--- src/rtl/cbu_pkg.sv ---
package cbu_pkg;

  localparam int COND_W = 4;

  // Relation codes; the numbering is decoded by the branch instruction
  typedef enum logic [COND_W-1:0] {
    REL_EQ   = 4'd0,
    REL_NE   = 4'd1,
    REL_SLT  = 4'd2,
    REL_SGT  = 4'd3,
    REL_ULT  = 4'd4,
    REL_UGT  = 4'd5,
    REL_SGE  = 4'd6,
    REL_SLE  = 4'd7,
    REL_UGE  = 4'd8,
    REL_ULE  = 4'd9
  } rel_e;

  localparam logic [COND_W-1:0] REL_LAST = 4'd9;

  function automatic logic rel_is_legal(input logic [COND_W-1:0] code);
    return code <= REL_LAST;
  endfunction

endpackage

--- src/rtl/cbu_operand_latch.sv ---
module cbu_operand_latch #(
  parameter int DATA_W = 32
) (
  input  logic              clk,
  input  logic              rst_n,
  input  logic              load,
  input  logic [DATA_W-1:0] in_a,
  input  logic [DATA_W-1:0] in_b,
  output logic [DATA_W-1:0] out_a,
  output logic [DATA_W-1:0] out_b
);

  always_ff @(posedge clk or negedge rst_n) begin
    if (!rst_n) begin
      out_a <= '0;
      out_b <= '0;
    end else if (load) begin
      out_a <= in_a;
      out_b <= in_b;
    end
  end

endmodule

--- src/rtl/cbu_relation_eval.sv ---
module cbu_relation_eval
  import cbu_pkg::*;
#(
  parameter int DATA_W = 32
) (
  input  logic [COND_W-1:0] code,
  input  logic [DATA_W-1:0] opa,
  input  logic [DATA_W-1:0] opb,
  output logic              hit,
  output logic              legal
);

  // Shared primitive comparisons; every relation is built from these three
  function automatic logic less_unsigned(input logic [DATA_W-1:0] x,
                                         input logic [DATA_W-1:0] y);
    return x < y;
  endfunction

  function automatic logic less_signed(input logic [DATA_W-1:0] x,
                                       input logic [DATA_W-1:0] y);
    // Flip the sign bits so an unsigned compare orders two's-complement values
    logic [DATA_W-1:0] xs;
    logic [DATA_W-1:0] ys;
    xs = {~x[DATA_W-1], x[DATA_W-2:0]};
    ys = {~y[DATA_W-1], y[DATA_W-2:0]};
    return xs < ys;
  endfunction

  logic is_eq;
  logic lt_u;
  logic gt_u;
  logic lt_s;
  logic gt_s;

  assign is_eq = (opa == opb);
  assign lt_u  = less_unsigned(opa, opb);
  assign gt_u  = less_unsigned(opb, opa);
  assign lt_s  = less_signed(opa, opb);
  assign gt_s  = less_signed(opb, opa);

  always_comb begin
    unique case (code)
      REL_EQ:  hit = is_eq;
      REL_NE:  hit = !is_eq;
      REL_SLT: hit = lt_s;
      REL_SGT: hit = gt_s;
      REL_ULT: hit = lt_u;
      REL_UGT: hit = gt_u;
      REL_SGE: hit = !lt_s;
      REL_SLE: hit = !gt_s;
      REL_UGE: hit = !lt_u;
      REL_ULE: hit = !gt_u;
      default: hit = 1'b0;
    endcase
  end

  assign legal = rel_is_legal(code);

endmodule

--- src/rtl/cbu_target_gen.sv ---
module cbu_target_gen #(
  parameter int PC_W   = 32,
  parameter int DISP_W = 10
) (
  input  logic [PC_W-1:0]   pc,
  input  logic [DISP_W-1:0] disp,
  output logic [PC_W-1:0]   seq_pc,
  output logic [PC_W-1:0]   jump_pc
);

  localparam int INSN_BYTES = 2;
  localparam int PAD_W      = PC_W - DISP_W - 1;

  // Halfword displacement, sign-extended and scaled to bytes
  function automatic logic [PC_W-1:0] byte_offset(input logic [DISP_W-1:0] d);
    return {{PAD_W{d[DISP_W-1]}}, d, 1'b0};
  endfunction

  assign seq_pc  = pc + PC_W'(INSN_BYTES);
  assign jump_pc = seq_pc + byte_offset(disp);

endmodule

--- src/rtl/cmp_branch_unit.sv ---
module cmp_branch_unit
  import cbu_pkg::*;
#(
  parameter int DATA_W = 32,
  parameter int PC_W   = 32,
  parameter int DISP_W = 10
) (
  input  logic              clk,
  input  logic              rst_n,
  input  logic              cmp_req,
  input  logic [DATA_W-1:0] cmp_a,
  input  logic [DATA_W-1:0] cmp_b,
  input  logic              br_req,
  input  logic [COND_W-1:0] br_cond,
  input  logic [DISP_W-1:0] br_disp,
  input  logic [PC_W-1:0]   pc,
  output logic              br_taken,
  output logic [PC_W-1:0]   next_pc,
  output logic              bad_cond
);

  logic [DATA_W-1:0] lat_a_q;
  logic [DATA_W-1:0] lat_b_q;
  logic              rel_hit;
  logic              rel_legal;
  logic [PC_W-1:0]   seq_pc;
  logic [PC_W-1:0]   jump_pc;

  // Named events for the checker
  logic              ev_latch_load;
  logic              ev_branch_ok;

  assign ev_latch_load = cmp_req;

  cbu_operand_latch #(.DATA_W(DATA_W)) u_latch (
    .clk   (clk),
    .rst_n (rst_n),
    .load  (ev_latch_load),
    .in_a  (cmp_a),
    .in_b  (cmp_b),
    .out_a (lat_a_q),
    .out_b (lat_b_q)
  );

  cbu_relation_eval #(.DATA_W(DATA_W)) u_rel (
    .code  (br_cond),
    .opa   (lat_a_q),
    .opb   (lat_b_q),
    .hit   (rel_hit),
    .legal (rel_legal)
  );

  cbu_target_gen #(.PC_W(PC_W), .DISP_W(DISP_W)) u_tgt (
    .pc      (pc),
    .disp    (br_disp),
    .seq_pc  (seq_pc),
    .jump_pc (jump_pc)
  );

  assign ev_branch_ok = br_req && rel_legal;
  assign br_taken     = ev_branch_ok && rel_hit;
  assign bad_cond     = br_req && !rel_legal;

  always_comb begin
    if (bad_cond)      next_pc = pc;
    else if (br_taken) next_pc = jump_pc;
    else               next_pc = seq_pc;
  end

endmodule

--- config.mk ---
export PLATFORM = sky130hd
export DESIGN_NAME = cmp_branch_unit
export DESIGN_NICKNAME = d
export VERILOG_FILES = /design/src/rtl/cbu_pkg.sv /design/src/rtl/cbu_operand_latch.sv /design/src/rtl/cbu_relation_eval.sv /design/src/rtl/cbu_target_gen.sv /design/src/rtl/cmp_branch_unit.sv
export SDC_FILE = /design/constraint.sdc
export NUM_CORES = 1
export LEC_CHECK = 0
export BUFFER_PORTS_ARGS = -buffer_cell sky130_fd_sc_hd__buf_2
export CAP_MARGIN = 20
export CORE_ASPECT_RATIO = 2
export CORE_MARGIN = 2
export CORE_UTILIZATION = 30
export DETAILED_ROUTE_END_ITERATION = 7
export PLACE_DENSITY = 0.57
export SLEW_MARGIN = 5
export SYNTH_ARGS = -nofsm -noshare
export SYNTH_HDL_FRONTEND = slang
export SYNTH_SLANG_ARGS = --single-unit
--- constraint.sdc ---
create_clock -name clk -period 5.76 [get_ports clk]
set_input_delay 1.152 -clock clk [delete_from_list [all_inputs] [get_ports clk]]
set_output_delay 1.152 -clock clk [all_outputs]
set_load 0.01 [all_outputs]
Yosys cells after proc, flatten, opt, wreduce, memory -nomap -nowiden
Cells that the tools add are included.
Word-level totals
  register bits after elaboration: 64
  output and inout port bits: 34
  input port bits: 114
Operators by class
  bitwise logic cells: 2
  equal/unequal tests: 10
  muxes and demuxes: 3
  add/subtract/negate cells: 2
  magnitude comparators: 5
  reductions and logical operators: 10
Operators with widths (number)
  $lt A32 B32 Y1: 4
  $mux W32: 2
  $add A32 B2 Y32 const B: 1
  $add A32 B32 Y32: 1
  $eq A32 B32 Y1: 1
  $eq A4 B3 Y1 const B: 4
  $pmux W1 S10: 1
  $eq A4 B2 Y1 const B: 2
  $eq A4 B4 Y1 const B: 2
  $logic_not A1 Y1: 6
  $eq A4 B1 Y1 const B: 1
  $le A4 B4 Y1 const B: 1
  $logic_not A4 Y1: 1
  $logic_and A1 B1 Y1: 3
  $not A1 Y1: 2

Depth between registers and ports, before layout
  word-level depth: 7
  depth in mapped cells: 20
  mapped depth without buffers: 19

Hierarchy
From an unflattened synthesis, not the netlist that was laid out.
Unflattened totals
  cells, all modules: 674
  area, all modules: 6824.0 um2
By module, submodules not included
  cbu_operand_latch: sequential area each 1601.5 um2, area an instance 2678.8 um2, cells each 135, instances 1
  cbu_target_gen: sequential area each 0.0 um2, area an instance 2312.2 um2, cells each 322, instances 1
  cbu_relation_eval: sequential area each 0.0 um2, area an instance 1012.2 um2, cells each 132, instances 1
  cmp_branch_unit: sequential area each 0.0 um2, area an instance 820.8 um2, cells each 85, instances 1

Worst setup path after synthesis
Ideal clock, no wire load.
  kind: input to output
  from: in pc[3]
  to: out next_pc[29]
  stages on the path: 19
  data required time: 4.608 ns
  buffers on the path: 1
  arrival time: 4.684 ns
  slack: -0.076 ns
  cell sequence: buf_2 nand3_1 nor2_2 nand3_1 or3_1 inv_1 nand2_1 xnor2_1 ha_1 and3_1 nand4_1 nor3_1 a211oi_2 a21oi_1 a41oi_1 nor4b_1 a41o_1 nor3_1 a211oi_2
On the way
  cells in the longest elaborated chain, start to end: 4
RTL lines
  start, declared: RTL line cmp_branch_unit.sv:16  | input logic [PC_W-1:0] pc,
  $add A32 B2 Y32 *: RTL line cbu_target_gen.sv:19  | assign seq_pc = pc + PC_W'(INSN_BYTES);
  $add A32 B32 Y32: RTL line cbu_target_gen.sv:20  | assign jump_pc = seq_pc + byte_offset(disp);
  $mux W32 *: RTL line cmp_branch_unit.sv:66  | else if (br_taken) next_pc = jump_pc;
  $mux W32 *: RTL line cmp_branch_unit.sv:65  | if (bad_cond) next_pc = pc;
  end, declared: RTL line cmp_branch_unit.sv:18  | output logic [PC_W-1:0] next_pc,
Every way passes the cells marked *; elsewhere a longest branch is shown, timed or not.

Final worst setup path
  from: in pc[1]
  to: out next_pc[31]
Same word-level chain as after synthesis.

==> flow_summary.toml <==
[critical_path]
path_class = "input pin to output pin"
slowest_delay_ns = 0.42
crit_required_ns = 4.61
start_kind = "input pin"
critPathArrivalTime_ns = 4.60
path_cells = "buf_8 -> nand3_4 -> nor2_4 -> nand3_2 -> or3_4 -> inv_4 -> nand2_4 -> xnor2_2 -> ha_1 -> and3_1 -> nand4_1 -> nor3_2 -> a211oi_2 -> a21oi_2 -> buf_4 -> a31oi_4 -> xor2_2 -> nor4_2 -> nor4bb_1 -> nand3_1 -> buf_2"
critical_path.top_delay_family = "simple AND/OR/NAND/NOR gates"
cp_max_fo = 3
crit_buf_inv = 4
cpMaxStageDelayCell = "or3_4"
cp-end-kind = "output pin"

[floorplanning]
rows = 73
die_w_um = 105
core_mm2 = 0.0199
initial_utilization_pct = 30.7
ios = 148
die_area_mm2 = 0.0216
die_y_um = 206

[logic_synthesis]
synth_edf_count = 0
synth_top_family_by_area = "simple AND/OR/NAND/NOR gates"
yosysTopAreaCell = "dfrtp_1"
yosys_warnings = 0
synth_area_mm2 = 0.00612
synth_cells = 750
yosys.area_share.simple_pct = 20.7
synth_fa_ha_area_share_pct = 13.4
synth_commonest_cells = "91 x nand2_1, 64 x dfrtp_1, 64 x ha_1"
async_flop_share_pct = 100
post-synth-top-area-fraction_pct = 26.2
syn_area_per_cell_um2 = 8.15
ys_top_cells_by_area = "dfrtp_1 26%, ha_1 13%, mux2_2 5.7%, nand2_1 5.6%, xnor2_1 5.4%"
synth_ff_type = "dfrtp_1"
synth_most_common_cell = "nand2_1"
synth_cell_types = 73
ys_ff_latch = 64
ys_seq_area_share_pct = 26.2
muxShareOfSynthArea_pct = 6.36
syn-num-nets = 929
synth_xor_area_share_pct = 7.16
synth_compound_area_share_pct = 20.3

[route]
drc = 0
viasPerCell = 5.09
drt_iter0_drc = 166
routedWlPerCell_um = 16.0
ant_nets = 0
wirelength_um = 19800
dr.pass1.iters = 4
vias = 6310

[placement]
gp_congestion = 0.900
io_buffers = 145
hpwl_um = 16000

[power]
peakVddDrop_v = 0.000134
pwr_density_cell_mw_per_mm2 = 204
p_leak_nw = 4.05
finalPower_mw = 1.74

[clock_network]
h-tree-depth = 3
clock-root-buffer = "clkbuf_16"
cts.path.max_buffers = 2
cts_buffers = 9
cts_tree = "yes"
cts.sinks = 64
insertion_delay_ns = 0.32
clk_pin_slew_ns = 0.05

[global_route]
grt_pass1_vias = 6492
grt_antenna_before_repair = 5
grt_max_degree = 65
grt_first_pass_wirelength_um = 31200
track_usage_pct = 18.1
grt_overflow = 0

[final_layout]
fill_cells = 2049
drive_gt1_share_pct = 38.1
final_nets = 1151
syn_to_final_growth_pct = 39.7

[timing]
final-hold-violation-count = 0
rsz0062_at_grt = "yes"
worstMarginPinSlew_ns = 0.853
maxSlewHeadroom_pct = 43.1
setup_viol = 0
drv_slew = 0
max_freq_mhz = 174
period_needed_ns = 5.75
finalClockSkew_ns = 0
min_period_over_period_pct = 99.8
holdWs_ns = 0.513

[outcome]
status = "completed"

[flow_run]
drv_cap = 0

[hold_path]
hold_class = "register to register"
area by class of cell:
type                            count  area (µm²)  share of cell area, %
Inverter                           52         198                   2.31
Sequential cell                    64        1600                   18.7
Multi-Input combinational cell    597        4540                   53.1
Clock buffer                       10         239                   2.80
Antenna cell                        1        2.50                 0.0293
Tap cell                          262         328                   3.84
Clock inverter                      6        67.6                  0.791
Timing Repair Buffer              248        1570                   18.4
power breakdown:
part	switching (mW)	leakage [nW]	total, mW	internal (mW)
Combinational	0.364	3.14	0.681	0.317
Clock	0.201	0.145	0.548	0.348
Sequential	0.0180	0.763	0.510	0.492
state kept, by name, indices dropped and copies added, names as in the netlist:
signal,cells
u_latch.out_b,32
u_latch.out_a,32
stage by stage:
stage | util (%) | setup TNS [ns] | instances | cell area [µm²] | setup WS, ns
finish | 42.9 | 0 | 1240 | 8550 | 0.0128
global placement | 38.4 | -0.721 | 1204 | 7650 | -0.169
floorplan | - | 0 | 750 | 6130 | 0.0441
detailed placement | 38.4 | -1.05 | 1204 | 7650 | -0.215
global route | 42.9 | -0.428 | 1240 | 8550 | -0.149
CTS | 40.8 | -0.000549 | 1228 | 8110 | -0.000549
logic make-up (layout without fill, tap and decap cells):
group                      after synthesis  count (layout)
muxes                                   35              35
buffers and inverters                   89             316
other                                    0               1
xor gates and xnor gates                50              50
DFF                                     64              64
and+or+nand+nor                        263             263
AOI/OAI and AO/OA                      184             184
adders and majority gates               65              65
placed cells by master (no fill, tap or decap), types with 4 or more instances in the layout:
master     instances
nand3_2            4
a31oi_1           11
nor2_1            44
a21oi_2            4
nand3_1           31
ha_1              62
clkbuf_16          9
a21o_1            14
a211oi_1           4
nand2_1           88
nor3_1            17
o211ai_1           8
and3_1             7
mux2_2            31
and3_4             5
o21ai_1           10
xor2_1             7
dfrtp_1           64
nor3_2             6
buf_6              8
a211oi_2           7
buf_4            101
nor2b_1            8
a22oi_1            4
xnor2_2            7
o21a_1             5
nor4_1             4
xnor2_1           31
inv_1             50
buf_2            136
mux2i_1            4
nand4_1           15
a21oi_1           36
o21ai_0           47
xor2_2             5
routing by layer:
metal,global-route usage (%),wire (µm),up-vias,part of all wire (%)
li1,-,-,3127,-
met1,16.8,7000,2953,35
met2,38.1,11400,174,57
met3,2.05,706,48,3.6
met4,8.19,716,8,3.6
met5,0,51,-,0.26
timing repair:
item / CTS / global route
pin swaps: 15 / 55
hold buffers: 0 / 0
setup buffers: 8 / 13
endpoints found under the setup margin: 7 / 13
gates resized for setup: 17 / 69
final timing paths:
check / startpoint / to / slack, ns / depth (start not counted)
worst max-delay path: pc[1] / next_pc[31] / 0.01 / 21
worst min-delay path: u_latch.out_a[11] / u_latch.out_a[11] / 0.51 / 1
worst max register to register: u_latch.out_a[24] / u_latch.out_a[24] / 5.00 / 1
worst min register to register: u_latch.out_a[11] / u_latch.out_a[11] / 0.51 / 1
max in group asynchronous: rst_n / u_latch.out_a[13] / 4.19 / 2
min in group asynchronous: rst_n / u_latch.out_a[21] / 0.98 / 2
No activity file was read; power rests on OpenSTA's default activity.
